[src/rtl/irq_trigger_capture_pkg.sv]
package irq_trigger_capture_pkg;

  typedef enum logic {
    TRIG_EDGE  = 1'b0,
    TRIG_LEVEL = 1'b1
  } trig_mode_e;

  // Lines that are never allowed to be level-triggered: 0, 1, 2, 8, 13.
  localparam logic [15:0] DEFAULT_EDGE_ONLY = 16'h2107;

  function automatic int unsigned sel_width(input int unsigned units);
    return (units > 1) ? $clog2(units) : 1;
  endfunction

endpackage

[src/rtl/irq_line_sync.sv]
module irq_line_sync #(
  parameter int unsigned WIDTH  = 16,
  parameter int unsigned STAGES = 2
) (
  input  logic             clk,
  input  logic             rst_n,
  input  logic [WIDTH-1:0] raw_i,
  output logic [WIDTH-1:0] level_o,
  output logic [WIDTH-1:0] prev_o
);

  logic [WIDTH-1:0] stage_q [STAGES];
  logic [WIDTH-1:0] prev_q;

  always_ff @(posedge clk) begin
    if (!rst_n) begin
      for (int s = 0; s < STAGES; s++) stage_q[s] <= '0;
      prev_q <= '0;
    end else begin
      stage_q[0] <= raw_i;
      for (int s = 1; s < STAGES; s++) stage_q[s] <= stage_q[s-1];
      prev_q <= stage_q[STAGES-1];
    end
  end

  assign level_o = stage_q[STAGES-1];
  assign prev_o  = prev_q;

endmodule

[src/rtl/irq_trig_cfg.sv]
module irq_trig_cfg #(
  parameter int unsigned UNITS    = 2,
  parameter int unsigned PER_UNIT = 8,
  parameter int unsigned SEL_W    = 1,
  parameter logic [UNITS*PER_UNIT-1:0] EDGE_ONLY = '0
) (
  input  logic                      clk,
  input  logic                      rst_n,
  input  logic                      we_i,
  input  logic [SEL_W-1:0]          sel_i,
  input  logic [PER_UNIT-1:0]       wdata_i,
  output logic [PER_UNIT-1:0]       rdata_o,
  output logic [UNITS*PER_UNIT-1:0] mode_o
);

  logic [PER_UNIT-1:0] mode_q [UNITS];

  for (genvar u = 0; u < UNITS; u++) begin : g_unit
    localparam logic [PER_UNIT-1:0] WMASK = ~EDGE_ONLY[u*PER_UNIT +: PER_UNIT];
    always_ff @(posedge clk) begin
      if (!rst_n) begin
        mode_q[u] <= '0;
      end else if (we_i && (32'(sel_i) == u)) begin
        mode_q[u] <= wdata_i & WMASK;
      end
    end
    assign mode_o[u*PER_UNIT +: PER_UNIT] = mode_q[u];
  end

  always_comb begin
    rdata_o = '0;
    for (int u = 0; u < UNITS; u++) begin
      if (32'(sel_i) == u) rdata_o = mode_q[u];
    end
  end

endmodule

[src/rtl/irq_req_event.sv]
module irq_req_event #(
  parameter int unsigned UNITS    = 2,
  parameter int unsigned PER_UNIT = 8
) (
  input  logic [UNITS-1:0]          ready_i,
  input  logic [UNITS*PER_UNIT-1:0] mode_i,
  input  logic [UNITS*PER_UNIT-1:0] level_i,
  input  logic [UNITS*PER_UNIT-1:0] prev_i,
  output logic [UNITS*PER_UNIT-1:0] set_o,
  output logic [UNITS*PER_UNIT-1:0] clr_o
);

  for (genvar u = 0; u < UNITS; u++) begin : g_unit
    logic [PER_UNIT-1:0] lvl, prv, mde, rise, fall, gate;
    assign lvl  = level_i[u*PER_UNIT +: PER_UNIT];
    assign prv  = prev_i[u*PER_UNIT +: PER_UNIT];
    assign mde  = mode_i[u*PER_UNIT +: PER_UNIT];
    assign gate = {PER_UNIT{ready_i[u]}};
    assign rise = lvl & ~prv;
    assign fall = ~lvl & prv;
    assign set_o[u*PER_UNIT +: PER_UNIT] = gate & (rise | (mde & lvl));
    assign clr_o[u*PER_UNIT +: PER_UNIT] = gate & fall & mde;
  end

endmodule

[src/rtl/irq_trigger_capture.sv]
module irq_trigger_capture
  import irq_trigger_capture_pkg::*;
#(
  parameter int unsigned UNITS       = 2,
  parameter int unsigned PER_UNIT    = 8,
  parameter int unsigned SYNC_STAGES = 2,
  parameter logic [UNITS*PER_UNIT-1:0] EDGE_ONLY = DEFAULT_EDGE_ONLY,
  localparam int unsigned LINES = UNITS * PER_UNIT,
  localparam int unsigned SEL_W = sel_width(UNITS)
) (
  input  logic                clk,
  input  logic                rst_n,
  input  logic [LINES-1:0]    irq_raw,
  input  logic [UNITS-1:0]    ctrl_ready,
  input  logic                cfg_we,
  input  logic [SEL_W-1:0]    cfg_sel,
  input  logic [PER_UNIT-1:0] cfg_wdata,
  output logic [PER_UNIT-1:0] cfg_rdata,
  output logic [LINES-1:0]    req_set,
  output logic [LINES-1:0]    req_clr,
  output logic [LINES-1:0]    line_level
);

  logic [LINES-1:0] lvl_mode;
  logic [LINES-1:0] prev_level;

  irq_line_sync #(
    .WIDTH  (LINES),
    .STAGES (SYNC_STAGES)
  ) u_sync (
    .clk     (clk),
    .rst_n   (rst_n),
    .raw_i   (irq_raw),
    .level_o (line_level),
    .prev_o  (prev_level)
  );

  irq_trig_cfg #(
    .UNITS     (UNITS),
    .PER_UNIT  (PER_UNIT),
    .SEL_W     (SEL_W),
    .EDGE_ONLY (EDGE_ONLY)
  ) u_cfg (
    .clk     (clk),
    .rst_n   (rst_n),
    .we_i    (cfg_we),
    .sel_i   (cfg_sel),
    .wdata_i (cfg_wdata),
    .rdata_o (cfg_rdata),
    .mode_o  (lvl_mode)
  );

  irq_req_event #(
    .UNITS    (UNITS),
    .PER_UNIT (PER_UNIT)
  ) u_evt (
    .ready_i (ctrl_ready),
    .mode_i  (lvl_mode),
    .level_i (line_level),
    .prev_i  (prev_level),
    .set_o   (req_set),
    .clr_o   (req_clr)
  );

endmodule

[config.mk]
export PLATFORM = sky130hd
export DESIGN_NAME = irq_trigger_capture
export DESIGN_NICKNAME = d
export VERILOG_FILES = /design/src/rtl/irq_trigger_capture_pkg.sv /design/src/rtl/irq_line_sync.sv /design/src/rtl/irq_trig_cfg.sv /design/src/rtl/irq_req_event.sv /design/src/rtl/irq_trigger_capture.sv
export SDC_FILE = /design/constraint.sdc
export NUM_CORES = 1
export LEC_CHECK = 0
export ABC_AREA = 0
export BUFFER_PORTS_ARGS = -buffer_cell sky130_fd_sc_hd__buf_4
export CORE_ASPECT_RATIO = 0.7
export CORE_MARGIN = 1
export CORE_UTILIZATION = 40
export CTS_CLUSTER_SIZE = 10
export DETAILED_ROUTE_END_ITERATION = 6
export PLACE_DENSITY = 0.67
export SLEW_MARGIN = 20
export SYNTH_ARGS = -nofsm -noshare
export SYNTH_HDL_FRONTEND = slang
export SYNTH_SLANG_ARGS = --single-unit
export TNS_END_PERCENT = 10
[constraint.sdc]
create_clock -name clk -period 2.94 [get_ports clk]
set_input_delay 0.588 -clock clk [delete_from_list [all_inputs] [get_ports clk]]
set_output_delay 0.588 -clock clk [all_outputs]
set_load 0.02 [all_outputs]
=== Word-level counts from Yosys, hierarchy flattened ===
Memory sizes are Yosys's and may differ from the RTL's.
Cells that the tools add are included.

* Bits in writable memories: 46
* Output and inout port bits: 56
* Word-level logic and storage cells: 41
* Input bits: 30
* Bits in latches: 0
* Memories: 2
* Bits in read-only memories: 0
* Register bits: 16

{| class="wikitable"
|+ Memories
! memory !! depth !! width !! read ports !! clocked after Yosys merged registers in !! write ports !! line !! RTL
|-
| u_sync.stage_q || 2 || 16 || 2 || 0 || 2 || irq_line_sync.sv:12 || <nowiki>logic [WIDTH-1:0] stage_q [STAGES];</nowiki>
|-
| u_cfg.mode_q || 2 || 7 || 2 || 0 || 2 || irq_trig_cfg.sv:16 || <nowiki>logic [PER_UNIT-1:0] mode_q [UNITS];</nowiki>
|}

* Muxes and demuxes: 13
* $mul: 0
* $lt $le $gt $ge: 0
* $add $sub $neg: 0
* Shifts and indexed selects: 0
* Reduce and logical (&&, ||, !) cells: 2
* Equal/unequal tests: 0
* Divide/modulo/power cells: 0
* Bitwise operators: 23

{| class="wikitable"
|+ Operators by type and width
! kind !! number
|-
| $and 8x8->8 || 12
|-
| $mux 16 || 2
|-
| $not 8->8 || 4
|-
| $or 8x8->8 || 2
|-
| $mux 7 || 2
|-
| $mux 1 || 8
|-
| $mux 8 || 1
|-
| $or 1x1->1 || 4
|-
| $logic_and 1x1->1 || 2
|-
| $not 1->1 || 1
|}

=== Logic depth before layout (Yosys ltp) ===
Gate-level depths: netlist of the first run.

* Depth after elaboration: 6
* Gate-level depth with buffers: 3
* Mapped depth without buffers: 2

=== Modules after synthesis ===
From an unflattened synthesis of the first run, not the netlist that was laid out.

* Cell total of the unflattened synthesis: 248
* Area total of the unflattened synthesis: 2,468.6 µm²

{| class="wikitable"
|+ Modules (own cells, without submodules)
! module !! sequential area each (µm²) !! times used !! cells an instance !! area each (µm²)
|-
| irq_line_sync || 960.9 || 1 || 117 || 1,451.4
|-
| irq_trig_cfg || 330.3 || 1 || 51 || 570.5
|-
| irq_req_event || 0.0 || 1 || 80 || 446.7
|}

=== Worst setup path after synthesis of the first run ===
Ideal clock, no wire load.

* Path kind: input-to-output
* From: input port ctrl_ready[1]
* To: output port req_clr[10]
* Data required time: 2.352 ns
* Path buffers: 1
* Slack: 1.091 ns
* Cell stages on the path: 3
* Arrival: 1.261 ns
* Cells stage by stage: buf_2 nand2_1 nor3_1

* Word-level cells in the longest chain between the ends: 2

{| class="wikitable"
|+ Ends and longest elaborated chain
! item !! line !! RTL
|-
| from (decl) || irq_trigger_capture.sv:14 || <nowiki>input logic [UNITS-1:0] ctrl_ready,</nowiki>
|-
| $and 8x8->8 (2 in a row) || irq_req_event.sv:22 || <nowiki>assign clr_o[u*PER_UNIT +: PER_UNIT] = gate & fall & mde;</nowiki>
|-
| to (decl) || irq_trigger_capture.sv:20 || <nowiki>output logic [LINES-1:0] req_clr,</nowiki>
|}

Every way passes these cells.

=== Worst setup path after layout of the first run ===
* From: input port ctrl_ready[1]
* To: output port req_clr[9]

Same word-level chain as after synthesis.

==> results.yml, run 1 <==
global_routing:
  grt_max_degree: 53
  antenna_found_initial: 0
  grt_usage_pct: 15.9
  grt_pass1_wl_um: 6970
  gr-total-overflow: 0
  grt_pass1_vias: 1465
critical_path:
  critPathCaptureType: "output port"
  path_cells: "buf_4 -> nand2_1 -> nor3_1 -> buf_4"
  slowest_stage: "buf_4"
  cp_common_cell: "buf_4"
  path_class: "in2out"
  worst-endpoint-required_ns: 2.35
  crit_arrival_ns: 1.17
  start_kind: "input pin"
  max_stage_delay_ns: 0.19
  reg2reg_slack_ns: 2.32
  critPathMaxFanout: 14
  cp_num_buf_inv: 2
  path_delay_family: "buffers and inverters"
clock_tree:
  clk_latency_ns: 0.33
  cts_buffers: 9
  holdBufCountCts: 0
  clkTransAtPathRegs_ns: 0.06
  clk_path_buf_depth: 2
  cts_tree: "done"
  post_cts_resized: 0
  postCtsSetupBuffers: 0
  clock_tree.root_cell: "clkbuf_8"
  clock-sinks: 59
  htree_num_levels: 3
drt:
  viasPerCell: 4.27
  drc: 0
  drt-total-wl_um: 4180
  first_iter_violations: 58
  routedWlPerCell_um: 11.3
  vias: 1576
  firstDrtPassIters: 4
  ant_nets: 0
floorplan:
  die_x_um: 91.3
  die-area_um2: 5890
  start_util_pct: 42.1
  die_y_um: 64.5
  pin_count: 86
  coreArea_um2: 5310
  floorplan.rows: 22
cells_and_area:
  utilization_pct: 55.6
  antennaDiodeCount: 0
  layout_commonest_cell: "buf_4"
  drive_above_1_share_pct: 31.3
  final_nets: 322
  areaGrowthSynthToFinish_pct: 32.3
  stdcell_count: 369
  final_cell_mix: "78 x buf_4, 50 x and2_1, 48 x dfxtp_1, 31 x nand2_1"
  final_area_um2: 2960
timing:
  rsz0062_at_grt: "no"
  setup_viol: 0
  fin_crit_sh_pct: 59.8
  fin_worst_skew_ns: 0.00647
  finalCriticalPeriod_ns: 1.76
  tns_ns: 0
  fmax_mhz: 569
  maxSlewViolCount: 0
  hold_violations: 0
  worst_pin_slew_ns: 0.707
  relSlewSlack_pct: 52.3
placed_design:
  place_area_um2: 2720
  placedCellCount: 353
  place.gp.congestion: 0.706
  dp_hpwl_um: 2960
  port_buffers: 78
yosys:
  ys_top_cells_by_area: "dfxtp_1 43%, edfxtp_1 15%, and2_1 14%"
  syn_avg_cell_area_um2: 9.76
  ys_ff_latch: 59
  synth_top_area_cell: "dfxtp_1"
  synth.distinct_cells: 16
  yosys_warnings: 0
  synth_top_area_share_pct: 43.0
  netlist_instances: 229
  netlist_area_um2: 2230
  seq_area_frac_synth_pct: 57.8
pwr:
  power.total_mw: 1.90
  p_leak_nw: 1.40
  vdd_drop_max_mv: 0.318
  power_density_nw_per_um2: 642
min_path:
  hold_class: "reg2reg"
job:
  max_cap_viol_count: 0
outcome:
  status: "finished, final reports clean"
flip-flops by register name, summed over array words and instances, names as in the netlist:
signal	cells
u_sync.stage_q	32
u_cfg.mode_q	11
u_sync.prev_o	16
synthesized netlist by cell type, drive strengths merged:
master  count
and2       50
dfxtp      48
nand2      31
buf        26
inv        12
nor2       12
a21oi      11
edfxtp     11
nor3        6
and3b       5
and4b       5
clkbuf      5
o21ai       5
conb        1
nand2b      1
worst paths after layout:
path / startpoint / endpoint / cells past startpoint
max: ctrl_ready[1] / req_clr[9] / 4
min: u_sync.stage_q[0][10] / u_sync.stage_q[0][26] / 1
max reg2reg: u_sync.stage_q[0][23] / u_sync.prev_o[7] / 1
min reg2reg: u_sync.stage_q[0][10] / u_sync.stage_q[0][26] / 1
final cells by class:
cell class	instances	area (µm²)
Clock buffer	12	166
Clock inverter	4	70.1
Fill cell	506	2360
Inverter	12	45.0
Multi-Input combinational cell	132	707
Sequential cell	59	1290
Tap cell	72	90.1
Timing Repair Buffer	78	586
stage by stage:
stage / setup slack [ns] / hold slack [ns]
after floorplan: 1.09 / 0.412
after global routing: 1.08 / 0.435
after CTS: 1.20 / 0.434
after global placement: 1.16 / 0.413
final: 1.18 / 0.430
after detailed placement: 1.20 / 0.419
cell families after synthesis:
group	share of synthesized area (%)
AO/OA/AOI/OAI	3.58
buffers and inverters	11.4
flip-flops	57.8
other	0.168
AND/OR/NAND/NOR	27.0
power breakdown:
group	switching (mW)	internal, mW
clock	0.299	0.549
combinational	0.0933	0.0756
sequential	0.0178	0.863
total	0.410	1.49
per-layer routing:
| layer | global-route usage (%) | wire, µm |
|---|---|---|
| met5 | 0 | 0 |
| met2 | 22.1 | 1730 |
| met4 | 5.95 | 28 |
| met1 | 20.4 | 2010 |
| met3 | 8.92 | 409 |
(Power assumes the default switching activity.)
==> run 2: changes to the inputs <==
--- a/config.mk
+++ b/config.mk
@@ -5,14 +5,14 @@
 export SDC_FILE = /design/constraint.sdc
 export NUM_CORES = 1
 export LEC_CHECK = 0
-export ABC_AREA = 0
+export ABC_AREA = 1
 export BUFFER_PORTS_ARGS = -buffer_cell sky130_fd_sc_hd__buf_4
 export CORE_ASPECT_RATIO = 0.7
 export CORE_MARGIN = 1
 export CORE_UTILIZATION = 40
 export CTS_CLUSTER_SIZE = 10
 export DETAILED_ROUTE_END_ITERATION = 6
-export PLACE_DENSITY = 0.67
+export PLACE_DENSITY = 0.69
 export SLEW_MARGIN = 20
 export SYNTH_ARGS = -nofsm -noshare
 export SYNTH_HDL_FRONTEND = slang
==> constraint.sdc (replaced) <==
create_clock -name clk -period 1.6 [get_ports clk]
set_input_delay 0.32 -clock clk [delete_from_list [all_inputs] [get_ports clk]]
set_output_delay 0.32 -clock clk [all_outputs]
set_load 0.02 [all_outputs]
==> results.yml, run 2 <==
yosys:
  yosys_warnings: 0
  synth-main-ff-cell: "dfxtp_1"
  netlist_instances: 300
  async_flop_share_pct: 0
  ys_ff_latch: 59
  synth_most_common_cell: "inv_1"
  syn_avg_cell_area_um2: 7.95
  synth_top_area_cell: "dfxtp_1"
  ys_top_cells_by_area: "dfxtp_1 40%, edfxtp_1 14%, inv_1 13%"
  synth_top_area_share_pct: 40.3
  synthTopCellsByCount: "81 x inv_1, 70 x nand2_1, 48 x dfxtp_1"
  seq_area_frac_synth_pct: 54.1
  synth_edf_count: 11
  netlist_area_um2: 2390
  synth.distinct_cells: 14
floorplan:
  start_util_pct: 41.7
  floorplan.rows: 23
  pin_count: 86
  die-area_um2: 6280
  die_y_um: 66.6
  coreArea_um2: 5730
  die_x_um: 94.3
cells_and_area:
  largest_reg_flops: 32
  antennaDiodeCount: 0
  stdcell_count: 446
  areaGrowthSynthToFinish_pct: 29.0
  largest-register: "u_sync.stage_q"
  utilization_pct: 53.7
  layout_commonest_cell: "inv_1"
  final_nets: 396
  final_area_um2: 3080
  drive_above_1_share_pct: 28.3
  final_cell_mix: "81 x inv_1, 80 x buf_4, 70 x nand2_1, 48 x dfxtp_1, 28 x nor2_1"
clock_tree:
  htree_num_levels: 3
  cts_buffers: 9
  holdBufCountCts: 0
  clock-sinks: 59
  clk_path_buf_depth: 2
  post_cts_resized: 0
  clk_latency_ns: 0.33
  postCtsSetupBuffers: 0
  clkTransAtPathRegs_ns: 0.07
  cts_tree: "done"
  clock_tree.root_cell: "clkbuf_8"
global_routing:
  gr-total-overflow: 0
  antenna_found_initial: 0
  grt_pass1_vias: 1559
  grt_usage_pct: 15.8
  grt_pass1_wl_um: 7080
  grt_max_degree: 42
timing:
  maxSlewViolCount: 0
  fin_crit_sh_pct: 89.9
  rsz0062_at_grt: "no"
  fmax_mhz: 695
  setup_viol: 0
  finalCriticalPeriod_ns: 1.44
  tns_ns: 0
  hold_violations: 0
  fin_worst_skew_ns: 0.00652
critical_path:
  reg2reg_slack_ns: 1.06
  worst-endpoint-required_ns: 1.28
  r2r_end: "u_sync.prev_o[3]"
  crit_arrival_ns: 1.12
  critPathMaxFanout: 3
  path_cells: "inv_1 -> o21ai_0 -> buf_4"
  cp_num_buf_inv: 2
  critPathCaptureType: "output port"
  r2r-start: "u_sync.stage_q[0][19]"
  slowest_stage: "edfxtp_1"
  start_kind: "flip-flop"
  r2r_cells: 2
  path_class: "reg2out"
  path_delay_family: "flip-flops"
  max_stage_delay_ns: 0.33
drt:
  first_iter_violations: 30
  drc: 0
  drt-total-wl_um: 4440
  vias: 1806
  wl_met3_um: 477
  routedWlPerCell_um: 9.96
  viasPerCell: 4.05
  dr_wl_met2_um: 1950
  ant_nets: 0
  routed.top_layer: "met4"
  firstDrtPassIters: 4
  wl_met1_um: 1990
pwr:
  p_int_mw: 2.42
  power_frac_seq_pct: 50.0
  vdd_drop_max_mv: 0.583
  swShare_pct: 25.3
  p_sw_mw: 0.822
  combPwrFrac_pct: 10.5
  power_density_nw_per_um2: 1050
  pwr-share-clk_pct: 39.5
  p_leak_nw: 1.79
min_path:
  hold_start: "irq_raw[6]"
  hold_path_depth: 3
  hold_path_end: "u_sync.stage_q[0][6]"
  hold_class: "in2reg"
outcome:
  status: "finished, final reports clean"
placed_design:
  dp_hpwl_um: 3310
  placedCellCount: 430
  place.gp.congestion: 0.750
  port_buffers: 78
  place_area_um2: 2880
job:
  max_cap_viol_count: 0
[run 2: cell count changes after synthesis, sizes merged, moves of 6 or more]
cell   previous run  this run
inv              12        81
and2             50         0
nand2            31        70
nor2             12        28
nand3             0        13
nor3              6         0
[run 2: power groups by stage]
stage | clock network, mW | logic (mW) | registers [mW]
6_report | 1.28 | 0.339 | 1.62
2_1_floorplan | 0 | 0.230 | 1.64
5_1_grt | 1.39 | 0.381 | 1.63
4_1_cts | 1.33 | 0.345 | 1.62
3_5_place_dp | 0 | 0.344 | 1.66
3_3_place_gp | 0 | 0.337 | 1.65
[run 2: final cells by class]
class | instances | area, µm²
well taps | 75 | 93.8
flip-flops and latches | 59 | 1290
inverters | 81 | 304
repair buffers | 81 | 621
clock inverters | 5 | 32.5
fillers | 540 | 2650
multi-input cells | 134 | 573
clock buffers | 11 | 163
[run 2: through the flow]
stage | total power [mW] | hold slack [ns] | setup WS [ns]
after detailed placement | 2.00 | 0.396 | 0.400
after floorplan | 1.87 | 0.390 | 0.320
after global placement | 1.99 | 0.392 | 0.377
after CTS | 3.29 | 0.139 | 0.142
final | 3.25 | 0.163 | 0.161
after global routing | 3.40 | 0.144 | 0.0712
[run 2: logic make-up after synthesis]
logic type | synth area share (%)
AO/OA/AOI/OAI | 4.51
other | 0.157
AND/OR/NAND/NOR | 18.6
flip-flops | 54.1
buffers and inverters | 22.7
[run 2: how the worst max path moves through the flow]
stage                        from           end  slack (ns)  cells past startpoint
5_1_grt        u_cfg.mode_q[0][5]  cfg_rdata[6]        0.07                      3
6_report       u_cfg.mode_q[0][6]  cfg_rdata[7]        0.16                      3
4_1_cts        u_cfg.mode_q[1][2]   req_set[11]        0.14                      3
3_5_place_dp        ctrl_ready[0]    req_set[6]        0.40                      4
3_3_place_gp              cfg_sel  cfg_rdata[7]        0.38                      3
2_1_floorplan             cfg_sel  cfg_rdata[3]        0.32                      2
[run 2: worst reg2reg max path: cells and delay by family (launching register included)]
family        cells  cell delay [ns]
buf+inv           1             0.05
flops             1             0.38
simple gates      1             0.07
[run 2: metal layers]
metal | track usage (%) | vias to the layer above
met2 | 23.6 | 65
met3 | 9.59 | 4
met4 | 6.35 | 0
met1 | 18.2 | 775
li1 | - | 962
met5 | 0 | -
